<file path="src/rtl/dmach_pkg.sv">
package dmach_pkg;

    localparam int DW = 8;

    // status bit positions
    localparam int ST_FLAG  = 0;
    localparam int ST_EOL   = 1;
    localparam int ST_HALT  = 2;
    localparam int ST_TRIG  = 3;
    localparam int ST_PAUSE = 6;
    localparam int ST_ACT   = 7;

    // control bit positions
    localparam int CTL_START = 7;
    localparam int CTL_STOP  = 6;
    localparam int CTL_PAUSE = 2;

    // type register: writable bits
    localparam logic [DW-1:0] TYPE_KEEP = 8'hB3;
    localparam int TY_AUTO  = 7;
    localparam int TY_FMT_L = 4;

    // number of write-one-to-clear event bits
    localparam int N_EVT = 3;

    typedef enum logic [1:0] {
        CH_IDLE   = 2'd0,
        CH_ACTIVE = 2'd1,
        CH_ARMED  = 2'd2
    } ch_state_e;

    typedef struct packed {
        logic             start;
        logic             stop;
        logic             ctl_wr;
        logic             pause_val;
        logic             st_wr;
        logic [N_EVT-1:0] clr;
        logic             type_wr;
        logic [DW-1:0]    type_val;
    } host_cmd_t;

endpackage

</file>
<file path="src/rtl/dmach_decode.sv">
module dmach_decode
    import dmach_pkg::*;
#(
    parameter int AW          = 2,
    parameter int ADDR_STATUS = 0,
    parameter int ADDR_CTRL   = 1,
    parameter int ADDR_TYPE   = 2
) (
    input  logic          wr_en,
    input  logic [AW-1:0] wr_addr,
    input  logic [DW-1:0] wr_data,
    output host_cmd_t     cmd
);
    localparam logic [AW-1:0] A_ST = AW'(ADDR_STATUS);
    localparam logic [AW-1:0] A_CT = AW'(ADDR_CTRL);
    localparam logic [AW-1:0] A_TY = AW'(ADDR_TYPE);

    logic hit_st, hit_ct, hit_ty;

    always_comb begin
        hit_st = wr_en && (wr_addr == A_ST);
        hit_ct = wr_en && (wr_addr == A_CT);
        hit_ty = wr_en && (wr_addr == A_TY);

        cmd           = '0;
        cmd.st_wr     = hit_st;
        cmd.clr       = hit_st ? wr_data[N_EVT-1:0] : '0;
        cmd.ctl_wr    = hit_ct;
        cmd.start     = hit_ct && wr_data[CTL_START];
        cmd.stop      = hit_ct && wr_data[CTL_STOP];
        cmd.pause_val = wr_data[CTL_PAUSE];
        cmd.type_wr   = hit_ty;
        cmd.type_val  = wr_data & TYPE_KEEP;
    end
endmodule

</file>
<file path="src/rtl/dmach_seq.sv">
module dmach_seq
    import dmach_pkg::*;
(
    input  logic      clk,
    input  logic      rst_n,
    input  logic      start,
    input  logic      stop,
    input  logic      ev_eol,
    input  logic      auto_en,
    output logic      active,
    output logic      pending,
    output logic      fresh_start,
    output logic      ptr_reset
);
    ch_state_e state_q, mid_s, state_d;
    logic      eol_restart;
    logic      fresh;

    // state register
    always_ff @(posedge clk or negedge rst_n) begin
        if (!rst_n) state_q <= CH_IDLE;
        else        state_q <= state_d;
    end

    // next state: engine event first, host command on top of it
    always_comb begin
        mid_s       = state_q;
        eol_restart = 1'b0;
        if (ev_eol) begin
            unique case (state_q)
                CH_ARMED: begin
                    mid_s       = CH_ACTIVE;
                    eol_restart = 1'b1;
                end
                CH_ACTIVE: begin
                    if (auto_en) eol_restart = 1'b1;
                    else         mid_s       = CH_IDLE;
                end
                default: mid_s = state_q;
            endcase
        end

        state_d = mid_s;
        fresh   = 1'b0;
        if (start) begin
            unique case (mid_s)
                CH_IDLE: begin
                    state_d = CH_ACTIVE;
                    fresh   = 1'b1;
                end
                default: state_d = CH_ARMED;
            endcase
        end
        if (stop) state_d = CH_IDLE;
    end

    // outputs
    always_comb begin
        active      = (state_q != CH_IDLE);
        pending     = (state_q == CH_ARMED);
        fresh_start = fresh;
        ptr_reset   = fresh | eol_restart;
    end
endmodule

</file>
<file path="src/rtl/dmach_flags.sv">
module dmach_flags
    import dmach_pkg::*;
(
    input  logic             clk,
    input  logic             rst_n,
    input  host_cmd_t        cmd,
    input  logic             fresh_start,
    input  logic             ev_flag,
    input  logic             ev_eol,
    input  logic             ev_stop,
    output logic [N_EVT-1:0] evt_bits,
    output logic             paused
);
    logic [N_EVT-1:0] set_v;
    logic [N_EVT-1:0] drop_v;

    always_comb begin
        set_v          = '0;
        set_v[ST_FLAG] = ev_flag;
        set_v[ST_EOL]  = ev_eol;
        set_v[ST_HALT] = ev_flag | ev_stop;
        drop_v         = cmd.clr;
        drop_v[ST_HALT] = cmd.clr[ST_HALT] | fresh_start;
    end

    for (genvar i = 0; i < N_EVT; i++) begin : g_evt
        always_ff @(posedge clk or negedge rst_n) begin
            if (!rst_n)        evt_bits[i] <= 1'b0;
            else if (set_v[i]) evt_bits[i] <= 1'b1;
            else if (drop_v[i]) evt_bits[i] <= 1'b0;
        end
    end

    always_ff @(posedge clk or negedge rst_n) begin
        if (!rst_n)          paused <= 1'b0;
        else if (cmd.ctl_wr) paused <= cmd.pause_val;
    end
endmodule

</file>
<file path="src/rtl/dmach_ctlreg.sv">
module dmach_ctlreg
    import dmach_pkg::*;
#(
    parameter int AW          = 2,
    parameter int ADDR_STATUS = 0,
    parameter int ADDR_CTRL   = 1,
    parameter int ADDR_TYPE   = 2
) (
    input  logic          clk,
    input  logic          rst_n,
    input  logic          wr_en,
    input  logic [AW-1:0] wr_addr,
    input  logic [7:0]    wr_data,
    input  logic [AW-1:0] rd_addr,
    output logic [7:0]    rd_data,
    input  logic          ev_flag,
    input  logic          ev_eol,
    input  logic          ev_stop,
    output logic          chan_active,
    output logic          chan_pending,
    output logic          chan_paused,
    output logic          chan_halted,
    output logic          chan_run,
    output logic          ptr_reset,
    output logic [1:0]    fmt,
    output logic          autostart,
    output logic          irq
);
    localparam logic [AW-1:0] A_ST = AW'(ADDR_STATUS);
    localparam logic [AW-1:0] A_CT = AW'(ADDR_CTRL);
    localparam logic [AW-1:0] A_TY = AW'(ADDR_TYPE);

    host_cmd_t        cmd;
    logic             fresh_start;
    logic [N_EVT-1:0] evt_bits;
    logic [DW-1:0]    type_q;
    logic [DW-1:0]    status_q;

    dmach_decode #(
        .AW(AW), .ADDR_STATUS(ADDR_STATUS),
        .ADDR_CTRL(ADDR_CTRL), .ADDR_TYPE(ADDR_TYPE)
    ) u_dec (
        .wr_en  (wr_en),
        .wr_addr(wr_addr),
        .wr_data(wr_data),
        .cmd    (cmd)
    );

    dmach_seq u_seq (
        .clk        (clk),
        .rst_n      (rst_n),
        .start      (cmd.start),
        .stop       (cmd.stop),
        .ev_eol     (ev_eol),
        .auto_en    (type_q[TY_AUTO]),
        .active     (chan_active),
        .pending    (chan_pending),
        .fresh_start(fresh_start),
        .ptr_reset  (ptr_reset)
    );

    dmach_flags u_flg (
        .clk        (clk),
        .rst_n      (rst_n),
        .cmd        (cmd),
        .fresh_start(fresh_start),
        .ev_flag    (ev_flag),
        .ev_eol     (ev_eol),
        .ev_stop    (ev_stop),
        .evt_bits   (evt_bits),
        .paused     (chan_paused)
    );

    always_ff @(posedge clk or negedge rst_n) begin
        if (!rst_n)           type_q <= '0;
        else if (cmd.type_wr) type_q <= cmd.type_val;
    end

    always_comb begin
        status_q           = '0;
        status_q[N_EVT-1:0] = evt_bits;
        status_q[ST_TRIG]  = chan_pending;
        status_q[ST_PAUSE] = chan_paused;
        status_q[ST_ACT]   = chan_active;
    end

    always_comb begin
        chan_halted = evt_bits[ST_HALT];
        chan_run    = chan_active & ~chan_paused & ~chan_halted;
        fmt         = type_q[TY_FMT_L +: 2];
        autostart   = type_q[TY_AUTO];
        irq         = |(evt_bits[1:0] & type_q[1:0]);
    end

    always_comb begin
        rd_data = '0;
        if (rd_addr == A_ST)      rd_data = status_q;
        else if (rd_addr == A_CT) rd_data[CTL_PAUSE] = chan_paused;
        else if (rd_addr == A_TY) rd_data = type_q;
    end
endmodule

</file>
<file path="config.mk">
export PLATFORM = sky130hd
export DESIGN_NAME = dmach_ctlreg
export DESIGN_NICKNAME = d
export VERILOG_FILES = /design/src/rtl/dmach_pkg.sv /design/src/rtl/dmach_decode.sv /design/src/rtl/dmach_seq.sv /design/src/rtl/dmach_flags.sv /design/src/rtl/dmach_ctlreg.sv
export SDC_FILE = /design/constraint.sdc
export NUM_CORES = 1
export LEC_CHECK = 0
export ABC_CLOCK_PERIOD_IN_PS = 2050
export BUFFER_PORTS_ARGS = -buffer_cell sky130_fd_sc_hd__buf_2
export CAP_MARGIN = 20
export CORE_MARGIN = 4
export CORE_UTILIZATION = 46
export CTS_BUF_LIST = sky130_fd_sc_hd__clkbuf_4 sky130_fd_sc_hd__clkbuf_8
export DETAILED_ROUTE_END_ITERATION = 8
export PLACE_DENSITY_LB_ADDON = 0.12
export RECOVER_POWER = 100
export SLEW_MARGIN = 20
export SYNTH_ARGS = -nofsm -noshare
export SYNTH_HDL_FRONTEND = slang
export SYNTH_SLANG_ARGS = --single-unit
</file>
<file path="constraint.sdc">
create_clock -name clk -period 2.05 [get_ports clk]
set_clock_uncertainty 0.2 [all_clocks]
set_input_delay 0.41 -clock clk [delete_from_list [all_inputs] [get_ports clk]]
set_output_delay 0.41 -clock clk [all_outputs]
set_load 0.01 [all_outputs]
</file>
==> flow_summary.yaml, run 1 <==
logic_synthesis:
  synth_area_leaders: "dfrtp_1 (39%), mux2_2 (9.7%), ha_1 (9.0%)"
  seq_area_frac_synth: 0.395
  ys.warnings.count: 0
  synth_edf_count: 0
  synth_most_common_cell: "dfrtp_1"
  synth_top_area_cell: "dfrtp_1"
  synth_nets: 92
  synth.distinct_cells: 27
  syn_area_per_cell_um2: 10.1
  synth_top_flop_cell: "dfrtp_1"
  synth_seq_cells: 11
  synthesis.instances: 69
  ys_async_sr_fraction: 1.00
  syn_area_um2: 697
  ys_top_cells_by_count: "dfrtp_1 (11), nor2_1 (7), mux2_2 (6), nand2_1 (6), ha_1 (5)"
  synth_top_cell_area_share: 0.395
power:
  ir_drop_mv: 0.562
  leakage_uw: 0.000485
  seqPwrFrac: 0.314
  powerDensity_nw_per_um2: 905
  clock_power_share: 0.173
  p_switching_uw: 331
  p_comb_frac: 0.512
  swShare: 0.358
  intPower_uw: 593
timing:
  setup_ws_ps: -204
  setup_viol: 1
  fin_crit_sh: 1.10
  min_period_ps: 2250
  hold_ws_ps: 143
  hold_viol: 0
  slew_viol_final: 0
  fmax_mhz: 444
  worstMarginPinSlew_ps: 601
  rsz0062_at_grt: "true"
  maxSlewHeadroom: 0.599
placed_design:
  place_congestion: 0.708
  place_area_um2: 886
  place_hpwl_mm: 1.25
  port_buffers: 34
final_layout:
  n_antenna_cell: 0
  syn2layout_area_growth_pct: 46.5
  stdcell_area_um2: 1020
  drive_above_1_share: 0.491
  nNetsFinal: 136
run:
  max_cap_violations: 0
status:
  violations: "setup timing"
  outcome: "finished with violations"
setup_path:
  cp_num_cells: 7
  crit_buf_inv: 2
  cp-start-kind: "register"
  crit_path_end: "ptr_reset"
  rr_endpoint: "u_flg.evt_bits[2]"
  critPathRequiredTime_ps: 1440
  critical-path-slowest-cell: "dfrtp_1"
  worst-setup-path-type: "reg2out"
  cp.arrival_ps: 1640
  reg2reg_depth: 7
  startpoint: "u_seq.state_q[1]"
  cp_max_fo: 3
  reg2reg_slack_ps: 110
  path_cells: "inv_4, ha_4, nand2_4, o21ai_2, nand4bb_1, o21ai_1, buf_2"
  cp_top_family: "flip-flops"
  worst_setup_path_end_kind: "output port"
  reg2reg_from: "u_seq.state_q[1]"
  slowest_delay_ps: 400
routing:
  wirelength_mm: 1.77
  post-route-drc-count: 0
  wl_per_cell_um: 13.9
  vias_per_cell: 5.22
  drt_iter0_markers: 3
  drt_first_pass_iters: 4
  vias: 663
  postRouteAntennaNets: 0
floorplan:
  io_pins: 36
  die_h_um: 46.9
  die_area_um2: 2200
  core_area_um2: 1370
  num_rows: 13
  die_w_um: 46.9
  start_util: 0.510
global_route:
  overflow: 0
  grt_pass1_vias: 634
  grt_use_total: 0.174
  grt_max_degree: 12
  grt_pass1_wl_mm: 2.62
  antenna_found_initial: 0
cts:
  cts_buffer_depth: 2
  clock_latency_ps: 260
  cts.clk_slew.worst_paths_ps: 70
  cts.sinks: 11
  htreeDepth: 1
  cts_buffers: 3
  root_buffer: "clkbuf_4"
  cts_tree: "yes"
min_path:
  hp-class: "in2reg"
==> registers in the layout, indices dropped and copies added, names as in the netlist <==
name            flops
type_q              5
u_flg.evt_bits      3
u_seq.state_q       2
u_flg.paused        1
==> timing repair <==
action                                 4_1_cts  5_1_grt
endpoints found under the hold margin       11        0
setup endpoints to repair                    1        3
setup buffers                                5        3
pin swaps                                    5        5
resized for setup                           10        8
gates cloned                                 0        0
hold buffers                                 1        0
==> cell usage in the layout, fill, tap and decap left out, drive strengths merged, types with 2 or more instances in the layout <==
| cell | instances |
|---|---|
| ha | 5 |
| mux2i | 3 |
| and3 | 2 |
| inv | 3 |
| buf | 33 |
| nor2 | 7 |
| and3b | 2 |
| a21o | 2 |
| o21ai | 4 |
| mux2 | 6 |
| nor3b | 2 |
| clkbuf | 13 |
| nor2b | 2 |
| nand2 | 6 |
| dfrtp | 11 |
==> cells by family after synthesis <==
logic type,Yosys count,share of synthesized area
multiplexers,9,0.140
AO/OA/AOI/OAI,12,0.120
flip-flops,11,0.395
adder cells (fa/ha/maj),5,0.0898
AND/OR/NAND/NOR,25,0.206
buffers and inverters,7,0.0485
==> worst min path at each step <==
stage	cells past startpoint	to	start
2_1_floorplan	0	type_q[0]	rst_n
3_3_place_gp	1	u_seq.state_q[1]	rst_n
3_5_place_dp	1	u_flg.evt_bits[1]	rst_n
4_1_cts	2	u_flg.evt_bits[2]	ev_stop
5_1_grt	2	u_flg.evt_bits[2]	ev_stop
6_report	2	u_flg.evt_bits[2]	ev_stop
==> power by group through the flow <==
| stage | Clock [µW] | Sequential, µW | Combinational, µW |
|---|---|---|---|
| after global placement | 0 | 287 | 303 |
| after global routing | 178 | 295 | 522 |
| after detailed placement | 0 | 289 | 311 |
| final | 160 | 291 | 474 |
| after CTS | 164 | 287 | 421 |
| after floorplan | 0 | 289 | 192 |
==> area by class of cell <==
cell class	count	area [µm²]
timing repair buffer	43	236
clock buffer	4	30.0
tap	15	18.8
sequential	11	275
inverter	3	13.8
fill	118	345
multi-input combinational	51	447
==> layer usage <==
| layer | wire, µm | vias to the layer above | part of all wire | track usage |
|---|---|---|---|---|
| met5 | 0 | - | 0 | 0 |
| met4 | 9 | 0 | 0.0051 | 0.0663 |
| met3 | 100 | 2 | 0.057 | 0.0345 |
| met2 | 931 | 20 | 0.53 | 0.328 |
| met1 | 725 | 310 | 0.41 | 0.188 |
| li1 | - | 331 | - | - |
==> per-stage QoR <==
step / setup WS, ps / power, µW / instances / utilization / TNS [ps]
after CTS: -167 / 872 / 127 / 0.736 / -219
after global placement: 46.8 / 590 / 117 / 0.648 / 0
final: -204 / 924 / 127 / 0.747 / -204
after floorplan: 153 / 481 / 69 / - / 0
after global routing: -317 / 995 / 127 / 0.747 / -347
after detailed placement: 35.8 / 600 / 117 / 0.648 / 0
==> worst reg2reg max path, stage by stage, from the launching register on <==
cell	delay, ps
dfrtp_1	400
inv_4	80
ha_4	290
nand2_4	50
o21ai_2	160
nand4bb_1	140
buf_4	160
a311o_1	330
(Power assumes the default switching activity.)
==> inputs of run 2 (changes only) <==
CORE_UTILIZATION = 40   (was 46)
SETUP_SLACK_MARGIN = 0.15   (was not set)
==> run 2 against run 1 <==
Net effect: the run still ends with setup timing left; total power grew 7.2%; via count grew 0.30%; clock-buffer cell count is the same; sequential share of layout area shrank 1.6 points; flip-flop and latch count is the same; critical path type unchanged.
==> flow_summary.yaml, run 2 (synthesis results as in run 1) <==
status:
  outcome: "finished with violations"
  violations: "setup timing"
timing:
  fmax_mhz: 437
  fin_crit_sh: 1.12
  setup_viol: 2
  rsz0062_at_grt: "true"
  slew_viol_final: 0
  worstMarginPinSlew_ps: 596
  maxSlewHeadroom: 0.603
  hold_viol: 0
  setup_ws_ps: -239
  min_period_ps: 2290
  setup_tns_ps: -342
setup_path:
  crit_buf_inv: 2
  worst_setup_path_end_kind: "output port"
  cp_max_fo: 3
  cp-start-kind: "register"
  critPathRequiredTime_ps: 1440
  slowest_delay_ps: 370
  cp.arrival_ps: 1680
  worst-setup-path-type: "reg2out"
  critical-path-slowest-cell: "dfrtp_1"
  cp_top_family: "flip-flops"
  path_cells: "inv_2, ha_4, nand2_4, o21ai_4, nand4bb_1, o21ai_1, buf_2"
power:
  p_switching_uw: 374
  power_uw: 991
  leakage_uw: 0.000500
  ir_drop_mv: 0.426
  powerDensity_nw_per_um2: 912
  swShare: 0.378
  seqPwrFrac: 0.296
  p_comb_frac: 0.543
  clock_power_share: 0.162
  intPower_uw: 617
global_route:
  grt_use_total: 0.148
  grt_max_degree: 12
  grt_pass1_wl_mm: 2.90
  grt_pass1_vias: 656
  overflow: 0
  antenna_found_initial: 0
floorplan:
  die_area_um2: 2470
  io_pins: 36
  start_util: 0.442
  die_h_um: 49.7
  num_rows: 14
  core_area_um2: 1580
  die_w_um: 49.7
final_layout:
  stdcell_area_um2: 1090
  reg.largest.list: "type_q: 5 flops, u_flg.evt_bits: 3 flops, u_seq.state_q: 2 flops"
  n_antenna_cell: 0
  postLayoutCoreUtil: 0.689
  drive_above_1_share: 0.535
  final_common_cell: "buf_2"
  syn2layout_area_growth_pct: 55.8
  regMostFlops: "type_q"
  final_cell_mix: "buf_2 (24), dfrtp_1 (11), clkbuf_1 (10)"
  nNetsFinal: 138
  largest_reg_flops: 5
  nFillCells: 135
routing:
  drt_iter0_markers: 7
  drt_first_pass_iters: 4
  vias: 665
  wl_per_cell_um: 15.0
  postRouteAntennaNets: 0
  wirelength_mm: 1.95
  vias_per_cell: 5.12
  post-route-drc-count: 0
run:
  max_cap_violations: 0
cts:
  cts.clk_slew.worst_paths_ps: 70
  cts_buffer_depth: 2
  cts_buffers: 3
  cts.sinks: 11
  cts_tree: "yes"
  htreeDepth: 1
  clock_latency_ps: 270
  root_buffer: "clkbuf_4"
placed_design:
  place_area_um2: 887
  place_congestion: 0.725
  place_hpwl_mm: 1.28
  port_buffers: 34
min_path:
  hp-class: "in2reg"
## run 2: per-layer routing
layer  share of wire  global-route usage  vias up
met1            0.46               0.190      307
met3           0.075              0.0572        0
li1                -                   -      330
met2            0.47               0.236       28
met4               0              0.0276        0
met5               0                   0        -
## run 2: final timing paths
kind / start / to / slack, ps / cells after the start
worst max-delay path: u_seq.state_q[1] / ptr_reset / -240 / 7
worst min-delay path: ev_flag / u_flg.evt_bits[0] / 140 / 2
worst max register to register: u_seq.state_q[1] / u_flg.evt_bits[2] / -100 / 9
worst min register to register: u_flg.evt_bits[1] / u_flg.evt_bits[1] / 310 / 1
max in group asynchronous: rst_n / type_q[1] / 800 / 2
min in group asynchronous: rst_n / u_seq.state_q[0] / 460 / 2
## run 2: repair_timing
item	4_1_cts	5_1_grt
gates resized for setup	22	7
pin swaps	8	5
endpoints found under the hold margin	11	0
hold buffers	1	0
endpoints found under the setup margin	3	5
buffers inserted	6	1
## run 2: power groups by stage
| stage | registers (µW) | clock network, µW | logic (µW) |
|---|---|---|---|
| after floorplan | 289 | 0 | 192 |
| after global placement | 289 | 0 | 307 |
| after detailed placement | 291 | 0 | 309 |
| after CTS | 289 | 168 | 476 |
| after global routing | 297 | 177 | 588 |
| final | 293 | 160 | 538 |
## run 2: cell type report
type | instances | area, µm² | share of cell area
clock buffers | 4 | 30.0 | 0.0276
multi-input cells | 51 | 488 | 0.449
well taps | 16 | 20.0 | 0.0184
repair buffers | 45 | 262 | 0.241
inverters | 3 | 11.3 | 0.0104
flip-flops and latches | 11 | 275 | 0.253
## run 2: metrics by stage
stage / cells / setup slack (ps) / hold slack, ps
after floorplan: 69 / 153 / -85.6
after global placement: 118 / 64.8 / 90.1
after detailed placement: 118 / 59.3 / 91.8
after CTS: 129 / -156 / 126
after global routing: 130 / -333 / 133
final: 130 / -239 / 138
